### src/rtl/pbdir_pkg.sv
package pbdir_pkg;

    typedef enum logic [1:0] {
        MK_NONE    = 2'd0,
        MK_RCL_SHR = 2'd1,
        MK_RCL_INV = 2'd2,
        MK_INV     = 2'd3
    } msg_kind_e;

    typedef enum logic [2:0] {
        ST_IDLE,
        ST_RECALL,
        ST_WAIT,
        ST_INV,
        ST_REPLY
    } seq_st_e;

    function automatic msg_kind_e recall_kind(input logic is_write);
        return is_write ? MK_RCL_INV : MK_RCL_SHR;
    endfunction

endpackage

### src/rtl/pbdir_pick.sv
module pbdir_pick #(
    parameter int W = 4
) (
    input  logic [W-1:0]                     vec,
    output logic [((W > 1) ? $clog2(W) : 1)-1:0] idx,
    output logic                             any
);
    localparam int IW = (W > 1) ? $clog2(W) : 1;

    always_comb begin
        idx = '0;
        any = |vec;
        for (int i = W - 1; i >= 0; i--) begin
            if (vec[i]) idx = IW'(i);
        end
    end
endmodule

### src/rtl/pbdir_store.sv
module pbdir_store #(
    parameter int          NPROC = 4,
    parameter int          NBLK  = 16,
    parameter int          DW    = 32,
    parameter logic [DW-1:0] SEED = 32'hD1C0_0000,
    localparam int         BW    = (NBLK > 1) ? $clog2(NBLK) : 1
) (
    input  logic             clk,
    input  logic             rst,
    input  logic [BW-1:0]    lk_blk,
    output logic [NPROC-1:0] lk_pres,
    output logic             lk_dirty,
    input  logic [BW-1:0]    rd_blk,
    output logic [DW-1:0]    rd_data,
    input  logic             dir_we,
    input  logic [BW-1:0]    dir_blk,
    input  logic [NPROC-1:0] dir_pres,
    input  logic             dir_dirty,
    input  logic             mem_we,
    input  logic [BW-1:0]    mem_blk,
    input  logic [DW-1:0]    mem_data
);
    logic [NPROC-1:0] pres_q [NBLK];
    logic [NBLK-1:0]  dirty_q;
    logic [DW-1:0]    mem_q  [NBLK];

    for (genvar b = 0; b < NBLK; b++) begin : g_ent
        always_ff @(posedge clk) begin
            if (rst) begin
                pres_q[b]  <= '0;
                dirty_q[b] <= 1'b0;
            end else if (dir_we && dir_blk == BW'(b)) begin
                pres_q[b]  <= dir_pres;
                dirty_q[b] <= dir_dirty;
            end
        end

        always_ff @(posedge clk) begin
            if (rst) begin
                mem_q[b] <= SEED + DW'(b);
            end else if (mem_we && mem_blk == BW'(b)) begin
                mem_q[b] <= mem_data;
            end
        end

        AST_DIRTY_ONEHOT: assert property (@(posedge clk) disable iff (rst)
            dirty_q[b] |-> ($countones(pres_q[b]) == 1)) else $error("dirty entry without single owner");
    end

    assign lk_pres  = pres_q[lk_blk];
    assign lk_dirty = dirty_q[lk_blk];
    assign rd_data  = mem_q[rd_blk];

    AST_DIRTY_WRITE_OWNER: assert property (@(posedge clk) disable iff (rst)
        (dir_we && dir_dirty) |-> ($countones(dir_pres) == 1)) else $error("dirty write with bad presence");
endmodule

### src/rtl/pbdir_seq.sv
module pbdir_seq
    import pbdir_pkg::*;
#(
    parameter int NPROC = 4,
    parameter int NBLK  = 16,
    parameter int DW    = 32,
    localparam int PW   = (NPROC > 1) ? $clog2(NPROC) : 1,
    localparam int BW   = (NBLK > 1) ? $clog2(NBLK) : 1
) (
    input  logic             clk,
    input  logic             rst,
    input  logic             req_valid,
    output logic             req_ready,
    input  logic [PW-1:0]    req_pid,
    input  logic             req_write,
    input  logic [BW-1:0]    req_blk,
    input  logic [NPROC-1:0] lk_pres,
    input  logic             lk_dirty,
    input  logic [PW-1:0]    own_idx,
    output logic [NPROC-1:0] pend,
    input  logic [PW-1:0]    inv_idx,
    output logic             msg_valid,
    output msg_kind_e        msg_kind,
    output logic [PW-1:0]    msg_dest,
    output logic [BW-1:0]    msg_blk,
    input  logic             rcl_valid,
    input  logic [DW-1:0]    rcl_data,
    output logic             mem_we,
    output logic [BW-1:0]    mem_blk,
    output logic [DW-1:0]    mem_data,
    output logic [BW-1:0]    rd_blk,
    output logic             dir_we,
    output logic [BW-1:0]    dir_blk,
    output logic [NPROC-1:0] dir_pres,
    output logic             dir_dirty,
    output logic             rsp_valid,
    output logic [PW-1:0]    rsp_dest,
    output logic [BW-1:0]    rsp_blk
);
    seq_st_e          st_q, st_n;
    logic [PW-1:0]    pid_q;
    logic             wr_q;
    logic [BW-1:0]    blk_q;
    logic [PW-1:0]    own_q;
    logic [NPROC-1:0] ent_pres_q;
    logic             ent_dirty_q;
    logic [NPROC-1:0] pend_q, pend_n;

    logic [NPROC-1:0] req_bit, pid_bit, others;
    logic             self_own;

    assign req_bit  = NPROC'(1) << req_pid;
    assign pid_bit  = NPROC'(1) << pid_q;
    assign others   = lk_pres & ~req_bit;
    assign self_own = ent_dirty_q && (own_q == pid_q);
    assign pend     = pend_q;

    always_comb begin
        st_n   = st_q;
        pend_n = pend_q;
        case (st_q)
            ST_IDLE: begin
                if (req_valid) begin
                    if (lk_dirty && own_idx != req_pid) begin
                        st_n = ST_RECALL;
                    end else if (req_write && !lk_dirty && |others) begin
                        st_n   = ST_INV;
                        pend_n = others;
                    end else begin
                        st_n = ST_REPLY;
                    end
                end
            end
            ST_RECALL: st_n = ST_WAIT;
            ST_WAIT:   if (rcl_valid) st_n = ST_REPLY;
            ST_INV: begin
                pend_n = pend_q & ~(NPROC'(1) << inv_idx);
                if (pend_n == '0) st_n = ST_REPLY;
            end
            ST_REPLY:  st_n = ST_IDLE;
            default:   st_n = ST_IDLE;
        endcase
    end

    always_ff @(posedge clk) begin
        if (rst) begin
            st_q        <= ST_IDLE;
            pid_q       <= '0;
            wr_q        <= 1'b0;
            blk_q       <= '0;
            own_q       <= '0;
            ent_pres_q  <= '0;
            ent_dirty_q <= 1'b0;
            pend_q      <= '0;
        end else begin
            st_q   <= st_n;
            pend_q <= pend_n;
            if (st_q == ST_IDLE && req_valid) begin
                pid_q       <= req_pid;
                wr_q        <= req_write;
                blk_q       <= req_blk;
                own_q       <= own_idx;
                ent_pres_q  <= lk_pres;
                ent_dirty_q <= lk_dirty;
            end
        end
    end

    assign req_ready = (st_q == ST_IDLE);

    always_comb begin
        msg_valid = 1'b0;
        msg_kind  = MK_NONE;
        msg_dest  = '0;
        if (st_q == ST_RECALL) begin
            msg_valid = 1'b1;
            msg_kind  = recall_kind(wr_q);
            msg_dest  = own_q;
        end else if (st_q == ST_INV) begin
            msg_valid = 1'b1;
            msg_kind  = MK_INV;
            msg_dest  = inv_idx;
        end
    end
    assign msg_blk = blk_q;

    assign mem_we   = (st_q == ST_WAIT) && rcl_valid;
    assign mem_blk  = blk_q;
    assign mem_data = rcl_data;
    assign rd_blk   = blk_q;

    assign rsp_valid = (st_q == ST_REPLY);
    assign rsp_dest  = pid_q;
    assign rsp_blk   = blk_q;

    assign dir_we    = (st_q == ST_REPLY) && !self_own;
    assign dir_blk   = blk_q;
    assign dir_pres  = wr_q ? pid_bit : (ent_pres_q | pid_bit);
    assign dir_dirty = wr_q;

    AST_MSG_TO_SHARER: assert property (@(posedge clk) disable iff (rst)
        msg_valid |-> ent_pres_q[msg_dest]) else $error("message to non-sharer");
    AST_INV_NOT_SELF: assert property (@(posedge clk) disable iff (rst)
        (msg_valid && msg_kind == MK_INV) |-> (msg_dest != pid_q)) else $error("invalidate to requester");
    AST_BUSY_AFTER_ACCEPT: assert property (@(posedge clk) disable iff (rst)
        (req_valid && req_ready) |=> !req_ready) else $error("ready after accept");
    AST_WAIT_HOLDS: assert property (@(posedge clk) disable iff (rst)
        (st_q == ST_WAIT && !rcl_valid) |=> (st_q == ST_WAIT && !req_ready)) else $error("left wait early");
    AST_READY_AFTER_REPLY: assert property (@(posedge clk) disable iff (rst)
        rsp_valid |=> req_ready) else $error("not ready after reply");
endmodule

### src/rtl/pbdir_ctrl.sv
module pbdir_ctrl
    import pbdir_pkg::*;
#(
    parameter int            NPROC = 4,
    parameter int            NBLK  = 16,
    parameter int            DW    = 32,
    parameter logic [DW-1:0] SEED  = 32'hD1C0_0000,
    localparam int           PW    = (NPROC > 1) ? $clog2(NPROC) : 1,
    localparam int           BW    = (NBLK > 1) ? $clog2(NBLK) : 1
) (
    input  logic          clk,
    input  logic          rst,
    input  logic          req_valid,
    output logic          req_ready,
    input  logic [PW-1:0] req_pid,
    input  logic          req_write,
    input  logic [BW-1:0] req_blk,
    output logic          msg_valid,
    output logic [1:0]    msg_kind,
    output logic [PW-1:0] msg_dest,
    output logic [BW-1:0] msg_blk,
    input  logic          rcl_valid,
    input  logic [DW-1:0] rcl_data,
    output logic          rsp_valid,
    output logic [PW-1:0] rsp_dest,
    output logic [BW-1:0] rsp_blk,
    output logic [DW-1:0] rsp_data
);
    logic [NPROC-1:0] lk_pres, pend, dir_pres;
    logic             lk_dirty, own_any, inv_any, dir_we, dir_dirty, mem_we;
    logic [PW-1:0]    own_idx, inv_idx;
    logic [BW-1:0]    rd_blk, dir_blk, mem_blk;
    logic [DW-1:0]    mem_data;
    msg_kind_e        kind;

    pbdir_store #(.NPROC(NPROC), .NBLK(NBLK), .DW(DW), .SEED(SEED)) u_store (
        .clk(clk), .rst(rst),
        .lk_blk(req_blk), .lk_pres(lk_pres), .lk_dirty(lk_dirty),
        .rd_blk(rd_blk), .rd_data(rsp_data),
        .dir_we(dir_we), .dir_blk(dir_blk), .dir_pres(dir_pres), .dir_dirty(dir_dirty),
        .mem_we(mem_we), .mem_blk(mem_blk), .mem_data(mem_data)
    );

    pbdir_pick #(.W(NPROC)) u_own (.vec(lk_pres), .idx(own_idx), .any(own_any));
    pbdir_pick #(.W(NPROC)) u_inv (.vec(pend),    .idx(inv_idx), .any(inv_any));

    pbdir_seq #(.NPROC(NPROC), .NBLK(NBLK), .DW(DW)) u_seq (
        .clk(clk), .rst(rst),
        .req_valid(req_valid), .req_ready(req_ready), .req_pid(req_pid),
        .req_write(req_write), .req_blk(req_blk),
        .lk_pres(lk_pres), .lk_dirty(lk_dirty), .own_idx(own_idx),
        .pend(pend), .inv_idx(inv_idx),
        .msg_valid(msg_valid), .msg_kind(kind), .msg_dest(msg_dest), .msg_blk(msg_blk),
        .rcl_valid(rcl_valid), .rcl_data(rcl_data),
        .mem_we(mem_we), .mem_blk(mem_blk), .mem_data(mem_data),
        .rd_blk(rd_blk),
        .dir_we(dir_we), .dir_blk(dir_blk), .dir_pres(dir_pres), .dir_dirty(dir_dirty),
        .rsp_valid(rsp_valid), .rsp_dest(rsp_dest), .rsp_blk(rsp_blk)
    );

    assign msg_kind = kind;

    AST_DIRTY_HAS_OWNER: assert property (@(posedge clk) disable iff (rst)
        (req_valid && req_ready && lk_dirty) |-> own_any) else $error("dirty block without owner");
    AST_INV_HAS_TARGET: assert property (@(posedge clk) disable iff (rst)
        (msg_valid && kind == MK_INV) |-> inv_any) else $error("invalidate with empty pending set");
endmodule

### config.mk
export PLATFORM = sky130hd
export DESIGN_NAME = pbdir_ctrl
export DESIGN_NICKNAME = d
export VERILOG_FILES = /design/src/rtl/pbdir_pkg.sv /design/src/rtl/pbdir_pick.sv /design/src/rtl/pbdir_store.sv /design/src/rtl/pbdir_seq.sv /design/src/rtl/pbdir_ctrl.sv
export SDC_FILE = /design/constraint.sdc
export NUM_CORES = 1
export LEC_CHECK = 0
export BUFFER_PORTS_ARGS = -buffer_cell sky130_fd_sc_hd__buf_2
export CAP_MARGIN = 0
export CELL_PAD_IN_SITES_DETAIL_PLACEMENT = 0
export CELL_PAD_IN_SITES_GLOBAL_PLACEMENT = 1
export CORE_MARGIN = 10
export CORE_UTILIZATION = 40
export CTS_CLUSTER_DIAMETER = 80
export DETAILED_ROUTE_END_ITERATION = 8
export PLACE_DENSITY_LB_ADDON = 0.25
export SLEW_MARGIN = 25
export SYNTH_ARGS = -nofsm -noshare
export SYNTH_HDL_FRONTEND = slang
export SYNTH_SLANG_ARGS = --single-unit
### constraint.sdc
create_clock -name clk -period 4.8 [get_ports clk]
set_clock_uncertainty 0.15 [all_clocks]
set_input_delay 0.96 -clock clk [delete_from_list [all_inputs] [get_ports clk]]
set_output_delay 0.96 -clock clk [all_outputs]
set_load 0.005 [all_outputs]
==> impl_metrics.tcl, run 1 <==
set metrics [dict create \
    maxCapViolCount 0 \
    rows 97 \
    final-instance-count-excl-fill 2920 \
    design.die.area_sq_um 81500 \
    async_reset_ff_share_pct 0 \
    placement.io_buffers 91 \
    root_buffer "clkbuf_16" \
    p_leak_nw 10.5 \
    die_y_um 285 \
    clock_sinks 617 \
    path_class "flop to output port" \
    ff2ff_path_depth 5 \
    core_area_sq_um 69900 \
    rrSetupSlack_ns 1.65 \
    hold_violations 0 \
    grt_pass1_wl_mm 115 \
    fmax_mhz 243 \
    swShare_pct 24.9 \
    yosys_warnings 0 \
    maxSlewHeadroom_pct 32.1 \
    p_per_area_nw_per_um2 399 \
    pwr-share-comb_pct 11.6 \
    antenna_left 0 \
    ir_worst_vdd_mv 0.259 \
    p_seq_share_pct 48.8 \
    clk_path_buf_depth 3 \
    drc_errors 0 \
    setup_viol 0 \
    whs_ns 0.321 \
    outcome "finished clean" \
    grt_max_degree 69 \
    synthDistinctLibCells 55 \
    hold_depth 2 \
    startpoint_type "flop" \
    gp_congestion 0.842 \
    cp_max_fo 30 \
    synthCells 1867 \
    wl_mm 78.3 \
    start_util_pct 40.3 \
    synth_seq_area_share_pct 64.3 \
    worst_pin_slew_ns 1.02 \
    htree_levels 3 \
    grtUsageTotal_pct 19.1 \
    dp_hpwl_mm 45.9 \
    ys.flop_type "edfxtp_1" \
    dr.pass1.iters 5 \
    antenna_found_initial 8 \
    cts_resized 0 \
    routed-via-count 16228 \
    min_period_ns 4.12 \
    min_to "u_seq.ent_dirty_q" \
    drv_slew 0 \
    avgSynthCellArea_sq_um 15.1 \
    cts_tree "done" \
    post-route-util_pct 45.8 \
    nFillCells 6149 \
    clkTransAtPathRegs_ns 0.06 \
    synth_nets 1910 \
    power.clock.fraction_pct 39.6 \
    worstHoldStart "u_seq.ent_dirty_q" \
    avgViaCountPerCell 5.56 \
    rsz0062_at_grt "false" \
    cts_hold_buf 0 \
    first_iter_violations 1523 \
    areaGrowthSynthToFinish_pct 13.7 \
    endpoint_kind "output port" \
    first_global_vias 16675 \
    nNetsFinal 1973 \
    reg2reg_from "u_seq.dir_blk[2]" \
    pre_cts_ws_ns 0.694 \
    synth_edf_count 576 \
    routedWlPerCell_um 26.8 \
    cts_setup_buffers 0 \
    intPower_w 0.00960 \
    cp_data_arrival_time_ns 3.01 \
    overflow 0 \
    rr_endpoint "u_store.mem_q[5][25]" \
    pin_count 92 \
    die_x_um 285 \
    hp-class "flop to flop" \
    insertion_delay_ns 0.61 \
    synth_area_sq_um 28200 \
    dp_cells 2799 \
    numCtsBuffers 69 \
    finalWorstSetupSlack_ns 0.680 \
    required_ns 3.69 \
    post-route-period-util_pct 85.8 \
    switchingPower_w 0.00318 \
    ys_seq_elements 617 \
    drive_gt1_share_pct 24.3 \
    timing.setup.tns_ns 0 \
]
==> through the flow <==
step / power (W) / area [sq um]
final: 0.0128 / 32100
after global routing: 0.0132 / 32000
after floorplan: 0.00720 / 28200
after global placement: 0.00784 / 29900
after detailed placement: 0.00785 / 29900
after CTS: 0.0129 / 32000
==> placed cells by master (no fill, tap or decap), types with 35 or more instances in the layout <==
cell type / synthesis / routed
a21oi_1: 35 / 35
and2_1: 389 / 389
buf_2: 3 / 91
buf_4: 8 / 62
clkbuf_16: 0 / 72
dfxtp_1: 41 / 37
edfxtp_1: 576 / 576
mux4_2: 172 / 172
nand2_1: 65 / 65
nor2_1: 118 / 102
or3_1: 129 / 129
==> worst max-delay path, stage by stage, from the launching register on <==
cell and delay [ns]:
dfxtp_4 0.74, buf_12 0.34, mux4_2 0.55, mux4_2 0.57, buf_2 0.17
==> power by group through the flow <==
stage | combinational (W) | clock (W) | sequential [W]
after CTS | 0.00151 | 0.00516 | 0.00624
after floorplan | 0.000977 | 0 | 0.00623
after global routing | 0.00159 | 0.00537 | 0.00625
final | 0.00148 | 0.00506 | 0.00623
after global placement | 0.00150 | 0 | 0.00634
after detailed placement | 0.00150 | 0 | 0.00635
==> cell families after synthesis <==
group           after synthesis  share of synthesized area (%)
simple gates                754                           15.1
flops                       617                           64.3
mux                         200                           15.3
buf+inv                     184                           2.74
compound gates              109                           2.44
xor+xnor                      2                         0.0622
fa+ha+maj                     1                         0.0355
==> registers in the layout, indices dropped and copies added, names as in the netlist, named ones only <==
| signal | cells |
|---|---|
| u_seq.own_q | 2 |
| u_seq.dir_blk | 4 |
| u_seq.rsp_dest | 2 |
| u_store.dirty_q | 16 |
| u_seq.ent_dirty_q | 1 |
| u_store.mem_q | 512 |
| u_seq.dir_dirty | 1 |
| u_seq.pend | 4 |
| u_seq.st_q | 3 |
| u_seq.ent_pres_q | 4 |
| u_store.pres_q | 64 |
==> Yosys cell counts (all sizes together) (16+ instances only) <==
cell type / n / area, sq um
edfxtp: 576 / 17300
and2: 390 / 2440
mux4: 182 / 4140
clkbuf: 140 / 526
or3: 129 / 807
nor2: 118 / 443
nand2: 65 / 244
dfxtp: 41 / 821
a21oi: 35 / 175
buf: 27 / 181
o21ai: 22 / 110
or2: 18 / 113
o21bai: 17 / 128
inv: 16 / 60.1
==> cell type report <==
type                            instances  area (sq um)  share of cell area, %
Sequential cell                       617         18100                   56.6
Antenna cell                            3          7.51                 0.0234
Tap cell                              940          1180                   3.67
Timing Repair Buffer                  159          1040                   3.25
Clock buffer                           92          1890                   5.89
Multi-Input combinational cell       1066          9520                   29.7
Inverter                               17          63.8                  0.199
Clock inverter                         26           221                  0.691
==> how the worst max path moves through the flow <==
stage | to | slack (ns) | cells after the start
6_report | rsp_data[0] | 0.68 | 4
5_1_grt | rsp_data[3] | 0.56 | 4
4_1_cts | rsp_data[0] | 0.60 | 4
3_5_place_dp | u_seq.st_q[2] | 0.69 | 9
3_3_place_gp | u_seq.st_q[2] | 0.75 | 9
2_1_floorplan | u_store.mem_q[10][0] | 1.29 | 3
==> routing by layer <==
layer	part of all wire, %	vias to the layer above	GRT usage [%]	wire length (um)
met5	0.033	-	0	26
met4	2.7	4	6.40	2140
met3	6.3	124	3.00	4930
met2	50	543	32.2	39100
met1	41	8441	25.1	32100
li1	-	7116	-	-
Note: power is estimated with default switching activity, not from simulation.
==> inputs of run 2 (changes only) <==
ABC_AREA = 1   (was default)
PLACE_DENSITY = 0.71   (was default)
PLACE_DENSITY_LB_ADDON = default   (was 0.25)
==> run 2 against run 1 <==
Synthesized cell count increased by 43%. Power increased by 6.7%. Critical path depth increased by 4. Sequential share of layout area increased by 1.1 points. Area after synthesis decreased by 0.50%. Final cell count increased by 26%. Via count increased by 22%. Clock power decreased by 2%. Critical path type unchanged.
==> impl_metrics.tcl, run 2 <==
set metrics [dict create \
    dr.pass1.iters 7 \
    rsz0062_at_grt "false" \
    synth_seq_area_share_pct 64.6 \
    yosys_warnings 0 \
    placement.io_buffers 91 \
    regArea_sq_um 18100 \
    dp_hpwl_mm 50.0 \
    ys_seq_elements 617 \
    routed-via-count 19860 \
    intPower_w 0.00967 \
    antenna_left 0 \
    maxCapViolCount 0 \
    most-common-layout-cells "576 x edfxtp_1, 494 x nor2_1, 332 x nand2_1, 222 x inv_1, 206 x o21ai_0" \
    startpoint_type "flop" \
    timing.setup.tns_ns 0 \
    maxSlewHeadroom_pct 29.7 \
    min_period_ns 4.00 \
    p_total_w 0.0136 \
    start_util_pct 40.2 \
    first_iter_violations 1842 \
    antennaDiodeCount 0 \
    synthCells 2668 \
    pre_cts_ws_ns 1.43 \
    synth_top_cell_area_share_pct 61.7 \
    numCtsBuffers 68 \
    grt_max_degree 129 \
    hp-class "flop to flop" \
    required_ns 3.69 \
    rows 97 \
    antenna_found_initial 4 \
    endpoint_kind "output port" \
    htree_levels 3 \
    root_buffer "clkbuf_16" \
    synth.area.top_cells "edfxtp_1 62%, nor2_1 6.6%, nand2_1 4.7%" \
    power.clock.fraction_pct 36.5 \
    die_x_um 285 \
    cts_setup_buffers 0 \
    grtUsageTotal_pct 20.4 \
    synth_nets 2711 \
    ir_worst_vdd_mv 0.289 \
    post-route-util_pct 45.1 \
    ys.flop_type "edfxtp_1" \
    yosysTopAreaCell "edfxtp_1" \
    cp_max_fo 59 \
    synthTopCellsByCount "576 x edfxtp_1, 494 x nor2_1, 348 x nand2_1" \
    avgViaCountPerCell 5.41 \
    synth_edf_count 576 \
    cp_data_arrival_time_ns 2.89 \
    switchingPower_w 0.00398 \
    cts_hold_buf 0 \
    cts_tree "done" \
    setup_viol 0 \
    clkTransAtPathRegs_ns 0.06 \
    p_seq_share_pct 45.6 \
    path_class "flop to output port" \
    die_y_um 285 \
    nFillCells 6482 \
    gp_congestion 0.817 \
    drv_slew 0 \
    clk_path_buf_depth 3 \
    drive_gt1_share_pct 11.0 \
    overflow 0 \
    hold_violations 0 \
    outcome "finished clean" \
    wl_mm 84.9 \
    worst_pin_slew_ns 1.05 \
    swShare_pct 29.1 \
    post-route-period-util_pct 83.3 \
    async_reset_ff_share_pct 0 \
    synthDistinctLibCells 36 \
    fmax_mhz 250 \
    nNetsFinal 2724 \
    finalWorstSetupSlack_ns 0.802 \
    pin_count 92 \
    grt_pass1_wl_mm 126 \
    synth_area_sq_um 28000 \
    largest_reg_flops 512 \
    avgSynthCellArea_sq_um 10.5 \
    final_common_cell "edfxtp_1" \
    routedWlPerCell_um 23.1 \
    cts_resized 0 \
    drc_errors 0 \
    multiInputGateArea_sq_um 8190 \
    top_register "u_store.mem_q" \
    insertion_delay_ns 0.60 \
    pwr-share-comb_pct 17.9 \
    design.die.area_sq_um 81100 \
    areaGrowthSynthToFinish_pct 12.2 \
    p_leak_nw 11.5 \
    p_per_area_nw_per_um2 434 \
    yosysMostFrequentCell "edfxtp_1" \
    layout_top_registers "u_store.mem_q: 512 flops, u_store.pres_q: 64 flops, u_store.dirty_q: 16 flops" \
    first_global_vias 19898 \
    clock_sinks 617 \
    core_area_sq_um 69800 \
]
[run 2: cell types whose count changed after synthesis, moves of 114 or more]
cell | previous run | this run
and2_1 | 389 | 0
inv_1 | 16 | 224
mux2i_1 | 14 | 128
mux4_2 | 172 | 0
nand2_1 | 65 | 348
nor2_1 | 118 | 494
o211ai_1 | 1 | 135
o21ai_0 | 22 | 206
or3_1 | 129 | 0
[run 2: power groups by stage]
stage | Combinational (W) | Clock (W) | Sequential, W
floorplan | 0.00154 | 0 | 0.00625
finish | 0.00244 | 0.00498 | 0.00623
global route | 0.00267 | 0.00525 | 0.00625
CTS | 0.00246 | 0.00504 | 0.00623
detailed placement | 0.00245 | 0 | 0.00634
global placement | 0.00243 | 0 | 0.00633
[run 2: logic make-up (layout without fill, tap and decap cells)]
logic type	count (synthesis)	count (layout)	share of synthesized area (%)
compound gates	509	509	10.5
buf+inv	442	504	6.37
flops	617	617	64.6
mux	128	128	4.57
simple gates	972	972	14.0
[run 2: critical path, cell delays in order (launching register included)]
cell	delay, ns
dfxtp_4	0.86
buf_4	0.40
buf_4	0.27
a21oi_1	0.09
o21ai_0	0.14
o211ai_1	0.13
nand3_1	0.12
nand2_1	0.06
buf_2	0.13
[run 2: path summary, 6_finish.rpt]
kind	startpoint	end	slack [ns]	cells past startpoint
max	flop	rsp_data[9]	0.80	8
min	u_store.dirty_q[15]	u_store.dirty_q[15]	0.34	2
max reg2reg	u_seq.st_q[1]	u_store.mem_q[11][18]	1.94	8
min reg2reg	u_store.dirty_q[15]	u_store.dirty_q[15]	0.34	2
[run 2: per-stage QoR]
| stage | instance area [sq um] | hold slack (ns) | std cells |
|---|---|---|---|
| after floorplan | 28000 | 0.298 | 2668 |
| after global placement | 29400 | 0.310 | 3551 |
| after detailed placement | 29400 | 0.322 | 3551 |
| after CTS | 31400 | 0.336 | 3670 |
| after global routing | 31400 | 0.371 | 3670 |
| final | 31400 | 0.338 | 3670 |
[run 2: final cells by class]
cell class,count,share of cell area (%)
clock inverters,29,0.696
inverters,247,2.96
repair buffers,138,3.01
multi-input cells,1609,26.0
well taps,940,3.74
clock buffers,90,5.91
flip-flops and latches,617,57.7
[run 2: routing by layer]
| layer | vias up | share of wire (%) | global-route usage, % |
|---|---|---|---|
| met5 | - | 0.015 | 0 |
| met4 | 2 | 3.2 | 7.51 |
| met3 | 130 | 7.0 | 3.40 |
| met2 | 731 | 48 | 34.0 |
| met1 | 9823 | 42 | 26.4 |
| li1 | 9174 | - | - |
==> inputs of run 3 (changes only) <==
PLACE_DENSITY = 0.74   (was 0.71)
clock period = 3.34 ns   (was 4.8 ns; I/O delays follow)
==> run 3 against run 2 <==
Setup slack lost 0.75 ns. Sequential power increased by 43%. Utilization increased by 0.76 points. Routed wire length shrank 0.70%. Power up 45%. Non-clock buffer count grew 37. Critical path depth shrank 2. Combinational power up 52%. Global-route usage shrank 0.066 points.
==> impl_metrics.tcl, run 3 (synthesis gave the netlist of run 2 again) <==
set metrics [dict create \
    outcome "finished clean" \
    dp_hpwl_mm 49.5 \
    dr.pass1.iters 6 \
    max_stage_delay_ns 0.44 \
    setup_viol 0 \
    final-instance-count-excl-fill 3711 \
    avgViaCountPerCell 5.45 \
    rsz0062_at_grt "true" \
    clkTransAtPathRegs_ns 0.06 \
    final_common_cell "edfxtp_1" \
    cp_slowest_cell "dfxtp_4" \
    clk_path_buf_depth 3 \
    pin_count 92 \
    grtUsageTotal_pct 20.3 \
    hold_depth 3 \
    p_leak_nw 11.8 \
    min_period_ns 3.29 \
    layout_top_registers "u_store.mem_q: 512 flops, u_store.pres_q: 64 flops, u_store.dirty_q: 16 flops" \
    first_global_vias 19870 \
    gp_congestion 0.866 \
    numCtsBuffers 69 \
    timing.setup.tns_ns 0 \
    htree_levels 3 \
    startpoint_type "flop" \
    p_total_w 0.0198 \
    cts_tree "done" \
    antenna_left 0 \
    drv_slew 0 \
    insertion_delay_ns 0.62 \
    routed-via-count 20220 \
    fmax_mhz 304 \
    antenna_found_initial 6 \
    cp_cell_sequence "inv_4 -> buf_4 -> o21ai_0 -> o211ai_1 -> nand2_1 -> buf_2" \
    rows 97 \
    maxSlewHeadroom_pct 42.3 \
    most-common-layout-cells "576 x edfxtp_1, 494 x nor2_1, 332 x nand2_1, 222 x inv_1, 206 x o21ai_0" \
    first_iter_violations 2207 \
    die_y_um 285 \
    core_area_sq_um 69800 \
    cts_hold_buf 0 \
    grt_max_degree 65 \
    ir_worst_vdd_mv 0.408 \
    cp_max_fo 24 \
    placement.io_buffers 91 \
    endpoint_kind "output port" \
    grt_pass1_wl_mm 125 \
    antennaDiodeCount 0 \
    areaGrowthSynthToFinish_pct 14.1 \
    drc_errors 0 \
    dp_cells 3583 \
    hp-class "input port to flop" \
    overflow 0 \
    path_class "flop to output port" \
    maxCapViolCount 0 \
    post-route-period-util_pct 98.6 \
    die_x_um 285 \
    wl_mm 84.3 \
    worst_pin_slew_ns 0.865 \
    clock_sinks 617 \
    required_ns 2.52 \
    hold_violations 0 \
    drive_gt1_share_pct 12.2 \
    largest_reg_flops 512 \
    start_util_pct 40.2 \
    ff2ff_path_depth 8 \
    cp_data_arrival_time_ns 2.47 \
    top_register "u_store.mem_q" \
    root_buffer "clkbuf_16" \
    design.die.area_sq_um 81100 \
    p_per_area_nw_per_um2 619 \
    nNetsFinal 2762 \
    routedWlPerCell_um 22.7 \
]
==> run 3: cell count changes in the layout (fill, tap and decap cells not counted), sizes merged <==
| cell | delta |
|---|---|
| buf | +37 |
| inv | +4 |
| bufinv | -1 |
| clkbuf | +1 |
| clkinv | -1 |
| clkinvlp | +1 |
==> run 3: worst max-delay path: cells and delay by family, from the launching register on <==
| kind | cells | cell delay, ns |
|---|---|---|
| DFF | 1 | 0.44 |
| buffers and inverters | 3 | 0.82 |
| and+or+nand+nor | 1 | 0.18 |
| AOI/OAI and AO/OA | 2 | 0.38 |
==> run 3: layout make-up <==
type,instances,area [sq um]
clock buffers,91,1860
clock inverters,32,243
fillers,6494,37800
inverters,247,932
multi-input cells,1609,8180
flip-flops and latches,617,18100
well taps,940,1180
repair buffers,175,1460
==> run 3: per-layer routing <==
metal	track usage [%]	wire, um
met1	26.1	34100
met2	34.3	41000
met3	2.93	6230
met4	8.19	3010
met5	0	0
==> run 3: final timing paths <==
kind | startpoint | end | slack (ns)
setup / recovery | flop | rsp_data[24] | 0.05
setup reg to reg | u_seq.st_q[1] | u_store.mem_q[0][16] | 0.68
hold reg to reg | u_store.dirty_q[10] | u_store.dirty_q[10] | 0.34
hold / removal | req_write | u_seq.dir_dirty | 0.17
==> run 3: report_power, final <==
group          total, W  leakage, nW  switching (W)  internal, W
Clock           0.00720         1.02        0.00315      0.00405
Sequential      0.00889         5.83       0.000160      0.00873
Combinational   0.00370         4.92        0.00249      0.00121
Total            0.0198         11.8        0.00580       0.0140
==> run 3: what timing repair did <==
action	in CTS	in global routing
setup buffers	1	4
gates resized for setup	0	1
endpoints found under the setup margin	13	17
gates cloned	0	0
pin swaps	0	0
==> run 3: through the flow <==
| step | utilization [%] | area [sq um] | hold WS, ns | worst slack [ns] |
|---|---|---|---|---|
| floorplan | - | 28000 | 0.298 | 0.438 |
| global placement | 42.7 | 29800 | 0.318 | 0.517 |
| detailed placement | 42.7 | 29800 | 0.331 | 0.464 |
| CTS | 45.7 | 31900 | 0.150 | 0.0000830 |
| global route | 45.8 | 32000 | 0.169 | -0.0946 |
| finish | 45.8 | 32000 | 0.167 | 0.0473 |
